File: config.mk
export PLATFORM = sky130hd
export DESIGN_NAME = stepclk_select
export DESIGN_NICKNAME = d
export VERILOG_FILES = /design/src/rtl/stepclk_pkg.sv /design/src/rtl/stepclk_sync_bank.sv /design/src/rtl/stepclk_src_mux.sv /design/src/rtl/stepclk_edge_unit.sv /design/src/rtl/stepclk_select.sv
export SDC_FILE = /design/constraint.sdc
export NUM_CORES = 1
export LEC_CHECK = 0
export BUFFER_PORTS_ARGS = -buffer_cell sky130_fd_sc_hd__buf_4
export CAP_MARGIN = 5
export CORE_MARGIN = 4
export CORE_UTILIZATION = 42
export CTS_CLUSTER_DIAMETER = 30
export DETAILED_ROUTE_END_ITERATION = 8
export HOLD_SLACK_MARGIN = 0.12
export SLEW_MARGIN = 20
export SYNTH_ARGS = -nofsm -noshare
export SYNTH_HDL_FRONTEND = slang
export SYNTH_SLANG_ARGS = --single-unit
File: constraint.sdc
create_clock -name clk -period 2.6 [get_ports clk]
set_clock_uncertainty 0.15 [all_clocks]
set_input_delay 0.13 -clock clk [delete_from_list [all_inputs] [get_ports clk]]
set_output_delay 0.13 -clock clk [all_outputs]
set_load 0.03 [all_outputs]
File: src/rtl/stepclk_pkg.sv
package stepclk_pkg;

    localparam int MODE_W = 3;

    localparam logic [MODE_W-1:0] EDGE_RISE     = 3'd0;
    localparam logic [MODE_W-1:0] EDGE_FALL     = 3'd1;
    localparam logic [MODE_W-1:0] EDGE_BOTH     = 3'd2;
    localparam logic [MODE_W-1:0] EDGE_DIV_RISE = 3'd3;
    localparam logic [MODE_W-1:0] EDGE_DIV_FALL = 3'd4;

    typedef enum logic [1:0] {
        ST_SETTLE_A = 2'd0,
        ST_SETTLE_B = 2'd1,
        ST_LIVE     = 2'd2
    } gate_state_e;

endpackage

File: src/rtl/stepclk_sync_bank.sv
module stepclk_sync_bank #(
    parameter int WIDTH  = 15,
    parameter int STAGES = 2
) (
    input  logic             clk,
    input  logic             rst_n,
    input  logic [WIDTH-1:0] async_in,
    output logic [WIDTH-1:0] sync_out
);

    for (genvar i = 0; i < WIDTH; i++) begin : g_bit
        logic [STAGES-1:0] chain_q;

        always_ff @(posedge clk) begin
            if (!rst_n) begin
                chain_q <= '0;
            end else begin
                chain_q <= {chain_q[STAGES-2:0], async_in[i]};
            end
        end

        assign sync_out[i] = chain_q[STAGES-1];
    end

endmodule

File: src/rtl/stepclk_src_mux.sv
module stepclk_src_mux #(
    parameter int NUM_EXT = 15,
    parameter int SRC_W   = 5
) (
    input  logic [SRC_W-1:0]   sel,
    input  logic [NUM_EXT-1:0] ext_sync,
    output logic               ext_bit,
    output logic               use_tick,
    output logic               src_valid
);

    always_comb begin
        ext_bit = 1'b0;
        for (int i = 0; i < NUM_EXT; i++) begin
            if (sel == SRC_W'(i + 1)) begin
                ext_bit = ext_sync[i];
            end
        end
    end

    assign use_tick  = (sel == '0);
    assign src_valid = (int'(sel) <= NUM_EXT);

endmodule

File: src/rtl/stepclk_edge_unit.sv
module stepclk_edge_unit
    import stepclk_pkg::*;
(
    input  logic              clk,
    input  logic              rst_n,
    input  logic              clear,
    input  logic              track,
    input  logic              sample,
    input  logic [MODE_W-1:0] mode,
    output logic              event_o
);

    logic prev_q;
    logic half_q;
    logic rise;
    logic fall;

    assign rise = sample & ~prev_q;
    assign fall = ~sample & prev_q;

    always_ff @(posedge clk) begin
        if (!rst_n || clear) begin
            prev_q <= 1'b0;
            half_q <= 1'b0;
        end else begin
            prev_q <= sample;
            if (!track && rise) begin
                half_q <= ~half_q;
            end
        end
    end

    always_comb begin
        case (mode)
            EDGE_RISE:     event_o = rise;
            EDGE_FALL:     event_o = fall;
            EDGE_BOTH:     event_o = rise | fall;
            EDGE_DIV_RISE: event_o = rise & ~half_q;
            EDGE_DIV_FALL: event_o = rise & half_q;
            default:       event_o = rise;
        endcase
    end

endmodule

File: src/rtl/stepclk_select.sv
module stepclk_select
    import stepclk_pkg::*;
#(
    parameter int NUM_AUX     = 12,
    parameter int SYNC_STAGES = 2,
    parameter int SRC_W       = 5
) (
    input  logic               clk,
    input  logic               rst_n,
    input  logic               cfg_wr,
    input  logic [SRC_W-1:0]   cfg_src,
    input  logic [MODE_W-1:0]  cfg_mode,
    input  logic               period_tick,
    input  logic [NUM_AUX-1:0] aux_in,
    input  logic               bp_trig,
    input  logic               pulse_in,
    input  logic               synth_in,
    output logic               step_strobe
);

    localparam int NUM_EXT = NUM_AUX + 3;

    logic [SRC_W-1:0]   src_q;
    logic [MODE_W-1:0]  mode_q;
    gate_state_e        state_q;
    gate_state_e        state_d;
    logic [NUM_EXT-1:0] ext_raw;
    logic [NUM_EXT-1:0] ext_sync;
    logic               ext_bit;
    logic               use_tick;
    logic               src_valid;
    logic               edge_evt;
    logic               raw_evt;

    assign ext_raw = {synth_in, pulse_in, bp_trig, aux_in};

    always_ff @(posedge clk) begin
        if (!rst_n) begin
            src_q  <= '0;
            mode_q <= EDGE_RISE;
        end else if (cfg_wr) begin
            src_q  <= cfg_src;
            mode_q <= cfg_mode;
        end
    end

    stepclk_sync_bank #(.WIDTH(NUM_EXT), .STAGES(SYNC_STAGES)) u_sync (
        .clk      (clk),
        .rst_n    (rst_n),
        .async_in (ext_raw),
        .sync_out (ext_sync)
    );

    stepclk_src_mux #(.NUM_EXT(NUM_EXT), .SRC_W(SRC_W)) u_mux (
        .sel       (src_q),
        .ext_sync  (ext_sync),
        .ext_bit   (ext_bit),
        .use_tick  (use_tick),
        .src_valid (src_valid)
    );

    stepclk_edge_unit u_edge (
        .clk     (clk),
        .rst_n   (rst_n),
        .clear   (cfg_wr),
        .track   (state_q != ST_LIVE),
        .sample  (ext_bit),
        .mode    (mode_q),
        .event_o (edge_evt)
    );

    assign raw_evt = use_tick ? period_tick : (src_valid & edge_evt);

    always_comb begin
        if (cfg_wr) begin
            state_d = ST_SETTLE_A;
        end else begin
            unique case (state_q)
                ST_SETTLE_A: state_d = ST_SETTLE_B;
                ST_SETTLE_B: state_d = ST_LIVE;
                ST_LIVE:     state_d = ST_LIVE;
                default:     state_d = ST_SETTLE_A;
            endcase
        end
    end

    always_ff @(posedge clk) begin
        if (!rst_n) begin
            state_q <= ST_SETTLE_A;
        end else begin
            state_q <= state_d;
        end
    end

    always_ff @(posedge clk) begin
        if (!rst_n) begin
            step_strobe <= 1'b0;
        end else begin
            step_strobe <= !cfg_wr && (state_q == ST_LIVE) && raw_evt;
        end
    end

endmodule

# --- Word level (Yosys, flattened, before mapping) ---
# Index checks and enable logic that the tools add are counted.
totals:
  word_cells: 83
  out_inout_bits: 1
  reg_bits: 43
op_classes:
  n_mux: 18
  magnitude_cmp: 1
  n_eq_ne: 22
  n_bitwise: 10
  reduce_logical: 11
op_table:
  columns: ["cell", "n"]
  rows:
  - ["$eq A5 B4 Y1 const B", 8]
  - ["$eq A5 B3 Y1 const B", 4]
  - ["$mux W1", 16]
  - ["$eq A5 B2 Y1 const B", 2]
  - ["$eq A3 B2 Y1 const B", 2]
  - ["$and A1 B1 Y1", 5]
  - ["$eq A5 B1 Y1 const B", 1]
  - ["$le A5 B4 Y1 const B", 1]
  - ["$logic_not A5 Y1", 1]
  - ["$not A1 Y1", 4]
  - ["$pmux W1 S4", 1]
  - ["$pmux W2 S2", 1]
  - ["$reduce_or A2 Y1", 2]
  - ["$eq A3 B1 Y1 const B", 1]
  - ["$eq A3 B3 Y1 const B", 1]
  - ["$logic_and A1 B1 Y1", 3]
  - ["$logic_not A1 Y1", 3]
  - ["$eq A2 B1 Y1 const B", 1]
  - ["$eq A2 B2 Y1 const B", 1]
  - ["$logic_not A2 Y1", 1]
  - ["$ne A2 B2 Y1 const B", 1]
  - ["$logic_or A1 B1 Y1", 1]
  - ["$or A1 B1 Y1", 1]

# --- Depth between registers and ports, before layout ---
depth:
  ltp_word: 23
  depth_mapped: 10
  mapped_depth_nobuf: 9

# --- By module ---
# A second synthesis with hierarchy kept.
hier_totals:
  cells_unflattened: 162
  area_unflattened_um2: 1741.7
modules_own_cells:
  columns: ["mod", "seq_area_each_um2", "area_each_um2", "cells_each", "n_inst"]
  rows:
  - ["stepclk_sync_bank", 600.6, 924.6, 78, 1]
  - ["stepclk_select", 220.2, 445.4, 40, 1]
  - ["stepclk_src_mux", 0.0, 200.2, 26, 1]
  - ["stepclk_edge_unit", 40.0, 171.4, 18, 1]

# --- Worst setup path before layout ---
# Ideal clock, no wire load.
synth_timing:
  kind: "reg2reg"
  startpoint: "reg src_q[0]"
  endpoint: "reg step_strobe"
  path_buffers: 0
  arrival_ps: 1988
  setup_time_ps: 122
  stages_incl_launch_ff: 9
  synth_period_minus_slack_ps: 2259
  setup_slack_ps: 341
  cell_sequence: "dfxtp_1 > mux4_2 > or2_0 > a21boi_1 > ha_1 > nor2_1 > a211o_1 > a21oi_1 > o311a_1"
synth_between:
  elab_chain_len: 23
synth_rtl:
  columns: ["item", "line_no", "rtl"]
  rows:
  - ["start: declaration", "stepclk_select.sv:23", "logic [SRC_W-1:0] src_q;"]
  - ["start signal: assignment", "stepclk_select.sv:42", "src_q <= cfg_src;"]
  - ["$eq A5 B1 Y1", "stepclk_src_mux.sv:15", "if (sel == SRC_W'(i + 1)) begin"]
  - ["$mux W1 (14 in series)", "stepclk_src_mux.sv:15", null]
  - ["$mux W1 *", "stepclk_src_mux.sv:15", null]
  - ["named net ext_bit", "stepclk_select.sv:29", "logic ext_bit;"]
  - ["$not A1 Y1", "stepclk_edge_unit.sv:19", "assign fall = ~sample & prev_q;"]
  - ["$and A1 B1 Y1", "stepclk_edge_unit.sv:19", null]
  - ["$or A1 B1 Y1", "stepclk_edge_unit.sv:37", "EDGE_BOTH: event_o = rise | fall;"]
  - ["$pmux W1 S4 *", "stepclk_edge_unit.sv:34", "case (mode)"]
  - ["$and A1 B1 Y1 *", "stepclk_select.sv:72", "assign raw_evt = use_tick ? period_tick : (src_valid & edge_evt);"]
  - ["$mux W1 *", "stepclk_select.sv:72", null]
  - ["$logic_and A1 B1 Y1 *", "stepclk_select.sv:99", "step_strobe <= !cfg_wr && (state_q == ST_LIVE) && raw_evt;"]
  - ["end signal: assignment", "stepclk_select.sv:99", null]
  - ["end: declaration", "stepclk_select.sv:18", "output logic step_strobe"]
# Mark *: on every way through the listed nets, which the timed path passes. The rest lies on a longest branch.
# A chain may end at the register's enable or synchronous reset.

# --- Worst setup path in the final report ---
layout_timing:
  startpoint: "reg src_q[1]"
  endpoint: "reg step_strobe"
# Same word-level chain as after synthesis.

==> metrics.txt <==
Worst Path Class, Setup=reg -> reg; register area share after synthesis=52.9%; drt first pass iters=4; antenna violations before repair=0; Levels on crit path=8; sequential cell area=between 800 and 900 um2; Critical Path RT=between 2000 and 3000 ps; met2 Use GR=a little under a quarter; post-route total power=approximately 0.0013 W; Routed Antenna Nets=0; Reg2Reg Setup Slack=between 200 and 250 ps; routability congestion estimate=between 0.7 and 0.8; synth warn=0; area of the core=roughly 3700 um2; Hold WC Path Type=reg -> reg; GRT met1 Usage=around 15%; Synth area leaders=dfxtp_1 53%, and2_1 13%, mux2i_1 6.1%, nor2b_1 3.8%, ha_1 3.1%; reg2reg path depth=8; status=finished clean; CP max-delay cell=dfxtp_1; vias in the first global route=between 1000 and 1500; CTS tree=done; placed cell areas=approximately 1900 um2; VDD IR max=about 0.37 mV; Post-synth EDFFs=0; Die X=between 70 and 80 um; final worst path period need=between 2000 and 2500 ps; largest net degree at the start of global routing=41; sequence of cells on the critical path=mux4_2 -> or2_0 -> a21boi_1 -> ha_1 -> nor2_1 -> a211o_1 -> a21oi_1 -> o311a_1; top post-synthesis cells by count=43 x dfxtp_1, 33 x and2_1, 10 x mux2i_1, 10 x nor2b_1, 6 x a21oi_1; CP max stage delay=550 ps; Buffers & Inverters on Critical Path=0; PnR worst setup slack=between 200 and 250 ps; # H-tree levels=2; CP top delay family=compound AO/OA/AOI/OAI gates; n_diodes=0; leakage=~1.0 nW; TritonCTS buffer count=5; Hold Path Depth=1; area of the multi-input gates=711 um2; dpl ws=roughly 200 ps; Worst setup EP type=flip-flop; clock root cell=clkbuf_8; fin area=about 2400 um2; layout cells sized above 1=approximately 17%; wire per inst=approximately 11 um; setup TNS=0 ps; Primary FF master, synth=dfxtp_1; DRC=0; hold slack=about 280 ps; hold wc startpoint=u_sync.g_bit[3].chain_q[0]$_SDFF_PN0_; GRT Max-Usage Layer=met2; CTS max path bufs=2; die area=a little under 5000 um2; grt total ovfl=0; Arr. time, crit path=about 2400 ps; Max Cap Viol=0; FF-to-FF End=step_strobe$_SDFF_PN0_; Distinct cells, synth=33; Yosys top cell by area=dfxtp_1; reg2reg start=src_q[1]$_SDFFE_PN0P_; synth-to-layout area growth=50.3%; post-synthesis net count=about 190; Post-Syn Area=1630 um2; Worst slew margin=between 70% and 80%; Finish-stage setup viols=0; crit path launch type=flip-flop; WL final=2.96 mm; postcts setup bufs=0; DR vias/cell=about 4.5; largest fanout on the critical path=13; fillers=slightly above 300; Avg Inst Size Synth=10.5 um2; most common cell in the synthesized netlist=dfxtp_1; top cell type's share of synthesized area=52.9%; RSZ-0062 raised after global routing=false; Hold EP=u_sync.g_bit[3].chain_q[1]$_SDFF_PN0_; io pins=28; #FFs+latches synth=43; fin crit share=roughly 90%; clk sinks=43; ys async rst share=0%; met3 GRT Util=about 4.7%; DP Wirelength=roughly 1.8 mm; row count=22; worst skew pair latency=290 ps; Max Clk Rate=between 400 and 500 MHz; Slew Limit Fails=0; via count=1264; total global-route track usage=between 10% and 20%; die extent in y=~70 um; Starting Density=between 40% and 50%; first-pass GRT wire length=5.24 mm; # port buffers=27; Hold Fails Final Rpt=0; PD cells=~540 nW/um2; Worst-path clk slew=around 80 ps; Tightest Pin Transition=about 400 ps; Post-Synthesis Cells=between 150 and 200; Final nets=around 260; drt initial violations=28
[stage by stage]
stage | utilization, % | std cells
after floorplan | - | 155
after global placement | 50.1 | 223
after detailed placement | 50.1 | 223
after CTS | 65.8 | 279
after global routing | 65.8 | 279
final | 65.8 | 279
[flip-flops by register name, summed over array words and instances (netlist names)]
signal,flops
u_edge.prev_q,1
mode_q,3
step_strobe,1
u_edge.half_q,1
u_sync.g_bit.chain_q,30
state_q,2
src_q,5
[cells in the final DEF, fill, tap and decap left out]
master and n:
or2_0 1, xor2_1 1, clkinvlp_4 1, nand3b_1 2, or3b_1 1, nand2b_1 4
nor2_1 3, a311oi_2 1, a32oi_1 1, a211o_1 1, nor2b_1 10, mux2i_1 10
a21boi_0 1, o2bb2ai_1 1, nor3_1 1, dfxtp_1 42, nor4_1 2, a211oi_1 1
dfxtp_2 1, buf_4 28, o211ai_1 1, clkbuf_8 7, o311a_1 1, o21ai_0 4
dlygate4sd3_1 48, a21boi_1 1, nand2_1 3, inv_1 5, mux4_2 1, a21oi_1 6
nor3b_1 2, nand4b_1 1, ha_1 4, nor4bb_1 1, and2_1 33
[worst max-delay path by stage]
stage / from / to / slack, ps
after floorplan: src_q[0]$_SDFFE_PN0P_ / step_strobe$_SDFF_PN0_ / 340
after global placement: src_q[2]$_SDFFE_PN0P_ / step_strobe$_SDFF_PN0_ / 270
after detailed placement: src_q[2]$_SDFFE_PN0P_ / step_strobe$_SDFF_PN0_ / 200
after CTS: src_q[2]$_SDFFE_PN0P_ / step_strobe$_SDFF_PN0_ / 160
after global routing: src_q[0]$_SDFFE_PN0P_ / step_strobe$_SDFF_PN0_ / 20
final: src_q[1]$_SDFFE_PN0P_ / step_strobe$_SDFF_PN0_ / 210
[logic make-up (layout without fill, tap and decap cells)]
group                      count (synthesis)  count (layout)  share of synthesized area, %
DFF                                       43              43                          52.9
and+or+nand+nor                           64              64                          24.4
xor gates and xnor gates                   1               1                         0.538
muxes                                     11              11                          7.53
adders and majority gates                  4               4                          3.07
buffers and inverters                     13              89                          3.46
AOI/OAI and AO/OA                         19              19                          8.07
[timing repair]
action | in CTS | in global routing
endpoints found under the setup margin | 0 | 1
gates resized for setup | 0 | 1
hold buffers | 48 | 0
hold endpoints to repair | 35 | 0
[final cells by class]
type | instances | share of cell area, %
clock buffer | 7 | 3.94
clock inverter | 1 | 0.307
inverter | 5 | 0.767
multi-input combinational | 99 | 29.1
sequential | 43 | 35.2
tap | 48 | 2.46
timing repair buffer | 76 | 28.2
[routing by layer]
layer / vias up / share of wire (%)
li1: 661 / -
met1: 573 / 42
met2: 26 / 52
met3: 4 / 5.1
met4: 0 / 1.5
met5: - / 0
[report_power, final]
group	leakage, nW	internal, W	switching, W
Sequential	0.355	0.000690	0.0000180
Clock	0.0505	0.000241	0.000205
Combinational	0.619	0.000118	0.0000528
Total	1.03	0.00105	0.000276
Power figures use the tool's default switching activity.
